[config.mk]
export PLATFORM = sky130hd
export DESIGN_NAME = qspi_byte_reader
export DESIGN_NICKNAME = d
export VERILOG_FILES = /design/src/rtl/qbr_pkg.sv /design/src/rtl/qbr_intake.sv /design/src/rtl/qbr_sequencer.sv /design/src/rtl/qbr_result.sv /design/src/rtl/qspi_byte_reader.sv
export SDC_FILE = /design/constraint.sdc
export NUM_CORES = 1
export LEC_CHECK = 0
export ABC_AREA = 1
export CAP_MARGIN = 20
export CORE_MARGIN = 1
export CORE_UTILIZATION = 40
export CTS_CLUSTER_DIAMETER = 100
export DETAILED_ROUTE_END_ITERATION = 10
export GPL_TIMING_DRIVEN = 0
export PLACE_DENSITY = 0.61
export SYNTH_ARGS = -nofsm -noshare
export SYNTH_HDL_FRONTEND = slang
export SYNTH_HIERARCHICAL = 1
export SYNTH_SLANG_ARGS = --single-unit
[constraint.sdc]
create_clock -name clk -period 2.35 [get_ports clk]
set_input_delay 0.47 -clock clk [delete_from_list [all_inputs] [get_ports clk]]
set_output_delay 0.47 -clock clk [all_outputs]
set_load 0.03 [all_outputs]
[src/rtl/qbr_pkg.sv]
package qbr_pkg;

  typedef enum logic [2:0] {
    QS_IDLE,
    QS_SETUP,
    QS_FRAME,
    QS_HOLD,
    QS_GAP
  } qbr_state_e;

  // serial clocks spent on the command byte and on the returned byte
  localparam int CMD_CLKS  = 2;
  localparam int DATA_CLKS = 2;

  // total serial clocks of one frame
  function automatic int qbr_frame_clks(input int addr_w, input int dummy);
    return CMD_CLKS + addr_w / 4 + dummy + DATA_CLKS;
  endfunction

  // system cycles covered by n serial clocks
  function automatic int qbr_span(input int n, input int div);
    return n * div;
  endfunction

  // system cycles of the deselect gap, with optional x256 scale
  function automatic int qbr_gap(input int n, input logic wide, input int div);
    return n * (wide ? 256 : 1) * div;
  endfunction

  // system cycles of the low half of one serial clock
  function automatic int qbr_low_half(input int div);
    return div - div / 2;
  endfunction

endpackage

[src/rtl/qbr_intake.sv]
module qbr_intake
  import qbr_pkg::*;
#(
  parameter int ADDR_W = 24
) (
  input  logic              clk,
  input  logic              rst_n,
  input  logic              req_valid,
  input  logic [ADDR_W-1:0] req_addr,
  input  logic              idle,
  output logic              start,
  output logic [ADDR_W-1:0] start_addr,
  output logic              overrun
);

  logic              pend_q;
  logic [ADDR_W-1:0] pend_addr_q;

  assign start      = idle && (pend_q || req_valid);
  assign start_addr = pend_q ? pend_addr_q : req_addr;

  always_ff @(posedge clk or negedge rst_n) begin
    if (!rst_n) begin
      pend_q      <= 1'b0;
      pend_addr_q <= '0;
      overrun     <= 1'b0;
    end else begin
      overrun <= 1'b0;
      if (idle) begin
        if (pend_q) begin
          // stored request launches now; a fresh trigger takes its slot
          pend_q <= req_valid;
          if (req_valid) pend_addr_q <= req_addr;
        end
      end else if (req_valid) begin
        if (!pend_q) begin
          pend_q      <= 1'b1;
          pend_addr_q <= req_addr;
        end else begin
          overrun <= 1'b1;
        end
      end
    end
  end

  assert_overrun_full_R9: assert property (@(posedge clk) disable iff (!rst_n)
    overrun |-> $past(pend_q) && $past(req_valid));

endmodule

[src/rtl/qbr_sequencer.sv]
module qbr_sequencer
  import qbr_pkg::*;
#(
  parameter int          CLK_DIV    = 2,
  parameter int          ADDR_W     = 24,
  parameter int          CS_W       = 5,
  parameter int          IVL_W      = 8,
  parameter int          DUMMY_CLKS = 4,
  parameter logic [7:0]  READ_CMD   = 8'hEB
) (
  input  logic              clk,
  input  logic              rst_n,
  input  logic              start,
  input  logic [ADDR_W-1:0] start_addr,
  input  logic [CS_W-1:0]   cfg_setup,
  input  logic [CS_W-1:0]   cfg_hold,
  input  logic [IVL_W-1:0]  cfg_ivl,
  input  logic              cfg_ivl_unit,
  output logic              idle,
  output logic              cs_n,
  output logic              sclk,
  output logic [3:0]        dq_out,
  output logic              dq_oe,
  output logic              cap_strobe,
  output logic              cap_last
);

  localparam int FRAME_CLKS = qbr_frame_clks(ADDR_W, DUMMY_CLKS);
  localparam int DRIVE_CLKS = CMD_CLKS + ADDR_W / 4;
  localparam int DATA_FIRST = FRAME_CLKS - DATA_CLKS;
  localparam int LAST_BIT   = FRAME_CLKS - 1;
  localparam int BIT_W      = $clog2(FRAME_CLKS);
  localparam int PH_W       = $clog2(CLK_DIV);
  localparam int LO         = qbr_low_half(CLK_DIV);
  localparam int WIDE_W     = ((IVL_W + 8) > CS_W) ? (IVL_W + 8) : CS_W;
  localparam int SPAN_W     = WIDE_W + PH_W + 1;
  localparam int WORD_W     = 8 + ADDR_W;

  qbr_state_e        st_q;
  logic [SPAN_W-1:0] cnt_q;
  logic [PH_W-1:0]   ph_q;
  logic [BIT_W-1:0]  bit_q;
  logic [WORD_W-1:0] word_q;

  logic [SPAN_W-1:0] setup_cyc, hold_cyc, gap_cyc;
  logic              ph_wrap, frame_done;
  logic [WORD_W-1:0] word_sh;

  assign setup_cyc = SPAN_W'(qbr_span(int'(cfg_setup), CLK_DIV));
  assign hold_cyc  = SPAN_W'(qbr_span(int'(cfg_hold), CLK_DIV));
  assign gap_cyc   = SPAN_W'(qbr_gap(int'(cfg_ivl), cfg_ivl_unit, CLK_DIV));

  assign ph_wrap    = (ph_q == PH_W'(CLK_DIV - 1));
  assign frame_done = (st_q == QS_FRAME) && ph_wrap && (bit_q == BIT_W'(LAST_BIT));

  always_ff @(posedge clk or negedge rst_n) begin
    if (!rst_n) begin
      st_q   <= QS_IDLE;
      cnt_q  <= '0;
      ph_q   <= '0;
      bit_q  <= '0;
      word_q <= '0;
    end else begin
      case (st_q)
        QS_IDLE: begin
          if (start) begin
            word_q <= {READ_CMD, start_addr};
            ph_q   <= '0;
            bit_q  <= '0;
            if (setup_cyc == '0) begin
              st_q <= QS_FRAME;
            end else begin
              st_q  <= QS_SETUP;
              cnt_q <= setup_cyc - 1'b1;
            end
          end
        end
        QS_SETUP: begin
          if (cnt_q == '0) st_q <= QS_FRAME;
          else             cnt_q <= cnt_q - 1'b1;
        end
        QS_FRAME: begin
          if (!ph_wrap) begin
            ph_q <= ph_q + 1'b1;
          end else begin
            ph_q <= '0;
            if (!frame_done) begin
              bit_q <= bit_q + 1'b1;
            end else if (hold_cyc != '0) begin
              st_q  <= QS_HOLD;
              cnt_q <= hold_cyc - 1'b1;
            end else if (gap_cyc != '0) begin
              st_q  <= QS_GAP;
              cnt_q <= gap_cyc - 1'b1;
            end else begin
              st_q <= QS_IDLE;
            end
          end
        end
        QS_HOLD: begin
          if (cnt_q != '0) begin
            cnt_q <= cnt_q - 1'b1;
          end else if (gap_cyc != '0) begin
            st_q  <= QS_GAP;
            cnt_q <= gap_cyc - 1'b1;
          end else begin
            st_q <= QS_IDLE;
          end
        end
        QS_GAP: begin
          if (cnt_q == '0) st_q <= QS_IDLE;
          else             cnt_q <= cnt_q - 1'b1;
        end
        default: st_q <= QS_IDLE;
      endcase
    end
  end

  // pin decode
  assign idle    = (st_q == QS_IDLE);
  assign cs_n    = !((st_q == QS_SETUP) || (st_q == QS_FRAME) || (st_q == QS_HOLD));
  assign sclk    = (st_q == QS_FRAME) && (ph_q >= PH_W'(LO));
  assign dq_oe   = (st_q == QS_SETUP) ||
                   ((st_q == QS_FRAME) && (bit_q < BIT_W'(DRIVE_CLKS)));
  assign word_sh = word_q << {bit_q, 2'b00};
  assign dq_out  = word_sh[WORD_W-1 -: 4];

  // sample point: the system edge on which sclk rises in a data clock
  assign cap_strobe = (st_q == QS_FRAME) && (ph_q == PH_W'(LO - 1)) &&
                      (bit_q >= BIT_W'(DATA_FIRST));
  assign cap_last   = cap_strobe && (bit_q == BIT_W'(LAST_BIT));

  assert_nibble_held_R2: assert property (@(posedge clk) disable iff (!rst_n)
    ($rose(sclk) && dq_oe) |-> $stable(dq_out));

  assert_clock_stops_R11: assert property (@(posedge clk) disable iff (!rst_n)
    frame_done |=> !sclk);

endmodule

[src/rtl/qbr_result.sv]
module qbr_result (
  input  logic       clk,
  input  logic       rst_n,
  input  logic       cap_strobe,
  input  logic       cap_last,
  input  logic [3:0] dq_in,
  output logic       rd_valid,
  output logic [7:0] rd_data
);

  logic [3:0] hi_q;

  always_ff @(posedge clk or negedge rst_n) begin
    if (!rst_n) begin
      hi_q     <= '0;
      rd_data  <= '0;
      rd_valid <= 1'b0;
    end else begin
      rd_valid <= 1'b0;
      if (cap_strobe) begin
        if (cap_last) begin
          rd_data  <= {hi_q, dq_in};
          rd_valid <= 1'b1;
        end else begin
          hi_q <= dq_in;
        end
      end
    end
  end

  assert_valid_pulse_R6: assert property (@(posedge clk) disable iff (!rst_n)
    rd_valid |=> !rd_valid);

  assert_data_held_R6: assert property (@(posedge clk) disable iff (!rst_n)
    !rd_valid |-> $stable(rd_data));

endmodule

[src/rtl/qspi_byte_reader.sv]
module qspi_byte_reader
  import qbr_pkg::*;
#(
  parameter int         CLK_DIV    = 2,
  parameter int         ADDR_W     = 24,
  parameter int         CS_W       = 5,
  parameter int         IVL_W      = 8,
  parameter int         DUMMY_CLKS = 4,
  parameter logic [7:0] READ_CMD   = 8'hEB
) (
  input  logic              clk,
  input  logic              rst_n,
  input  logic              req_valid,
  input  logic [ADDR_W-1:0] req_addr,
  input  logic [CS_W-1:0]   cfg_setup,
  input  logic [CS_W-1:0]   cfg_hold,
  input  logic [IVL_W-1:0]  cfg_ivl,
  input  logic              cfg_ivl_unit,
  output logic              cs_n,
  output logic              sclk,
  output logic [3:0]        dq_out,
  output logic              dq_oe,
  input  logic [3:0]        dq_in,
  output logic              rd_valid,
  output logic [7:0]        rd_data,
  output logic              overrun
);

  logic              idle, start, cap_strobe, cap_last;
  logic [ADDR_W-1:0] start_addr;

  qbr_intake #(.ADDR_W(ADDR_W)) u_intake (
    .clk        (clk),
    .rst_n      (rst_n),
    .req_valid  (req_valid),
    .req_addr   (req_addr),
    .idle       (idle),
    .start      (start),
    .start_addr (start_addr),
    .overrun    (overrun)
  );

  qbr_sequencer #(
    .CLK_DIV    (CLK_DIV),
    .ADDR_W     (ADDR_W),
    .CS_W       (CS_W),
    .IVL_W      (IVL_W),
    .DUMMY_CLKS (DUMMY_CLKS),
    .READ_CMD   (READ_CMD)
  ) u_seq (
    .clk          (clk),
    .rst_n        (rst_n),
    .start        (start),
    .start_addr   (start_addr),
    .cfg_setup    (cfg_setup),
    .cfg_hold     (cfg_hold),
    .cfg_ivl      (cfg_ivl),
    .cfg_ivl_unit (cfg_ivl_unit),
    .idle         (idle),
    .cs_n         (cs_n),
    .sclk         (sclk),
    .dq_out       (dq_out),
    .dq_oe        (dq_oe),
    .cap_strobe   (cap_strobe),
    .cap_last     (cap_last)
  );

  qbr_result u_result (
    .clk        (clk),
    .rst_n      (rst_n),
    .cap_strobe (cap_strobe),
    .cap_last   (cap_last),
    .dq_in      (dq_in),
    .rd_valid   (rd_valid),
    .rd_data    (rd_data)
  );

  assert_sclk_idle_R11: assert property (@(posedge clk) disable iff (!rst_n)
    cs_n |-> !sclk);

  assert_valid_in_cs_R5: assert property (@(posedge clk) disable iff (!rst_n)
    rd_valid |-> !cs_n);

  assert_bus_released_R3: assert property (@(posedge clk) disable iff (!rst_n)
    cap_strobe |-> !dq_oe);

endmodule

==> results of run 1 <==
cell type report:
cell class                 instances  area (µm²)  area share (%)
sequential                        90        2260            29.3
inverter                         107         413            5.36
multi-input combinational        753        3570            46.4
clock inverter                     5        61.3           0.796
buffer                            27         208            2.70
tap                              211         264            3.43
clock buffer                      11         233            3.02
timing repair buffer              69         688            8.94
metal layers:
metal  wire length [µm]  up-vias
met4                234        0
met5                  0        -
li1                   -     3217
met1               8220     2861
met2               8110      125
met3                522       17
final timing paths:
check,from,end,slack (ps),cells past startpoint
max reg2reg,u_seq/cnt_q[0],u_seq/cnt_q[11],200,10
min,rst_n,u_seq/cnt_q[5],130,1
min in group clk,u_seq/word_q[24],u_seq/word_q[24],450,2
min reg2reg,u_seq/word_q[24],u_seq/word_q[24],450,2
max in group asynchronous,rst_n,u_seq/bit_q[1],1570,2
max,u_seq/bit_q[0],dq_out[0],80,7
power groups by stage:
stage	registers, mW	logic [mW]	clock network [mW]
floorplan	2.60	3.81	0
global placement	2.73	5.10	0
detailed placement	2.74	5.15	0
CTS	2.73	5.17	1.50
global route	2.82	6.01	1.56
finish	2.75	5.26	1.47
critical path, stage by stage (launching register included):
cell	delay (ps)
dfrtp_2	460
inv_4	100
clkbuf_8	160
nor2_1	40
o22ai_1	220
o21ai_0	120
a31oi_1	170
buf_4	190
state kept, by name (all words and copies together) (netlist names):
register,cells
u_seq/ph_q,1
u_seq/st_q,3
u_seq/word_q,25
u_intake/pend_addr_q,24
u_intake/pend_q,1
u_result/rd_data,8
u_intake/overrun,1
u_seq/cnt_q,18
u_result/hi_q,4
u_seq/bit_q,4
u_result/rd_valid,1
cells by family (layout without fill, tap and decap cells):
family / after synthesis / count (layout) / synth area share, %
simple gates: 617 / 617 / 41.8
flops: 90 / 90 / 35.4
fa+ha+maj: 6 / 6 / 1.18
xor+xnor: 25 / 25 / 3.44
compound gates: 105 / 105 / 8.84
buf+inv: 135 / 219 / 9.34
timing repair:
item	CTS	global route
buffers inserted	0	2
endpoints found under the setup margin	50	46
resized for setup	47	18
pin swaps	0	1
synthesized netlist by cell type (5+ instances only):
cell	n
nand2_2	12
xor2_1	20
inv_1	95
nor2_2	7
xnor2_1	5
nand3_1	73
o22ai_1	6
inv_2	10
o21ai_0	45
ha_1	6
o21ai_1	21
dfrtp_1	90
nand2_4	7
buf_6	8
buf_2	14
nor2_1	96
nor3_1	8
a21oi_1	24
nand2_1	393
metrics by stage:
step	hold WS, ps	cells	setup TNS [ps]
CTS	160	1271	0
finish	130	1273	0
global route	194	1273	0
detailed placement	437	1256	-11820
global placement	439	1255	-265680
floorplan	174	978	0
==> flow_metrics.py, run 1 <==
metrics = {
    "synthesis": {
        "ys_seq_area_share_pct": 35.4,
        "syn_area_mm2": 0.00637,
        "synth_top_cell_by_area": "dfrtp_1",
        "avgSynthCellArea_um2": 6.51,
        "synth_ff_type": "dfrtp_1",
        "synth_seq_cells": 90,
        "netlist_top_cells_area": "dfrtp_1, nand2_1, nand3_1, nor2_1, inv_1",
        "synth_top_area_share_pct": 35.4,
        "ys_warn_count": 6,
        "synth_edf_count": 0,
        "synthCells": 978,
        "async_flop_share_pct": 100,
        "ys_types": 40,
        "syn_nets": 1034,
    },
    "sta": {
        "worstMarginPinSlew_ps": 630,
        "grt_setup_unrepaired": "false",
        "fmax_mhz": 440,
        "report.final.slew_viol_count": 0,
        "setup_viol": 0,
        "clock_skew_ps": 6.02,
        "slew_headroom_pct": 58.0,
        "fin_ws_ps": 78.0,
        "hold_viol": 0,
        "finalCritPeriodShare_pct": 96.7,
        "period_needed_ps": 2270,
    },
    "critical_path": {
        "worst_setup_path_start_kind": "register",
        "required_ps": 1880,
        "cp_max_fo": 10,
        "path_class": "reg2out",
        "arrival_ps": 1800,
        "cp-end-kind": "primary output",
    },
    "placement": {
        "dp_hpwl_mm": 13.1,
        "port_buffers": 66,
        "pre_cts_ws_ps": -426,
        "placedInstanceArea_mm2": 0.00732,
        "place_congestion": 0.875,
    },
    "global_route": {
        "gr-usage-all-layers_pct": 22.1,
        "grt_overflow": 0,
        "grt_max_degree": 47,
        "grt_pass1_wl_mm": 28.9,
        "grt_pass1_vias": 5894,
        "grtUsageMet2_pct": 37.8,
        "antenna_found_initial": 0,
        "use_met3_pct": 3.01,
        "use_met1_pct": 29.5,
        "busiest_layer": "met2",
    },
    "layout": {
        "diodes": 0,
        "layout_commonest_cell": "nand2_1",
        "syn2layout_area_growth_pct": 20.9,
        "final_nets": 1113,
        "fill_cells": 1591,
        "mostFrequentLayoutCells": "nand2_1, inv_1, nor2_1",
        "drive_above_1_share_pct": 11.1,
        "final_area_mm2": 0.00770,
        "post-route-util_pct": 50.1,
    },
    "pwr": {
        "powerDensity_mw_per_mm2": 1230,
        "leakage_nw": 4.09,
        "peakVddDrop_mv": 0.620,
        "p_clk_share_pct": 15.5,
        "p_sw_mw": 4.54,
        "p_sw_share_pct": 48.0,
        "power_mw": 9.47,
        "internal_power_mw": 4.93,
        "seq_power_share_pct": 29.0,
        "p_comb_share_pct": 55.5,
    },
    "routing": {
        "antenna_left": 0,
        "drc": 0,
        "dr.pass1.iters": 5,
        "wire_per_inst_um": 13.4,
        "totalWireLength_mm": 17.1,
        "viasPerCell": 4.89,
        "dr.first_iter.drc_count": 445,
        "vias": 6220,
    },
    "clock_network": {
        "cts_hold_buf": 0,
        "clkTransAtPathRegs_ps": 70,
        "clockBufferDepth": 2,
        "cts_inserted_buffers": 9,
        "h-tree-depth": 3,
        "clock-sinks": 90,
        "cts_root_buffer": "clkbuf_16",
        "clock_latency_ps": 340,
        "cts_tree": "done",
    },
    "floorplan": {
        "ios": 67,
        "row_count": 45,
        "die-area_mm2": 0.0164,
        "die_x_um": 128,
        "initial_core_util_pct": 41.4,
        "coreArea_mm2": 0.0154,
        "die_h_um": 128,
    },
    "min_path": {
        "holdCritPathClass": "in2async",
    },
    "flow_run": {
        "max_cap_viol_count": 0,
    },
    "status": {
        "outcome": "finished clean",
    },
}
Note: power is estimated with default switching activity, not from simulation.
==> inputs of run 2 (changes only) <==
--- a/config.mk
+++ b/config.mk
@@ -6,7 +6,7 @@
 export NUM_CORES = 1
 export LEC_CHECK = 0
 export ABC_AREA = 1
-export CAP_MARGIN = 20
+export CAP_MARGIN = 30
 export CORE_MARGIN = 1
 export CORE_UTILIZATION = 40
 export CTS_CLUSTER_DIAMETER = 100
==> results of run 2 <==
Final layout, timing and power as in run 1 (identical DEF).
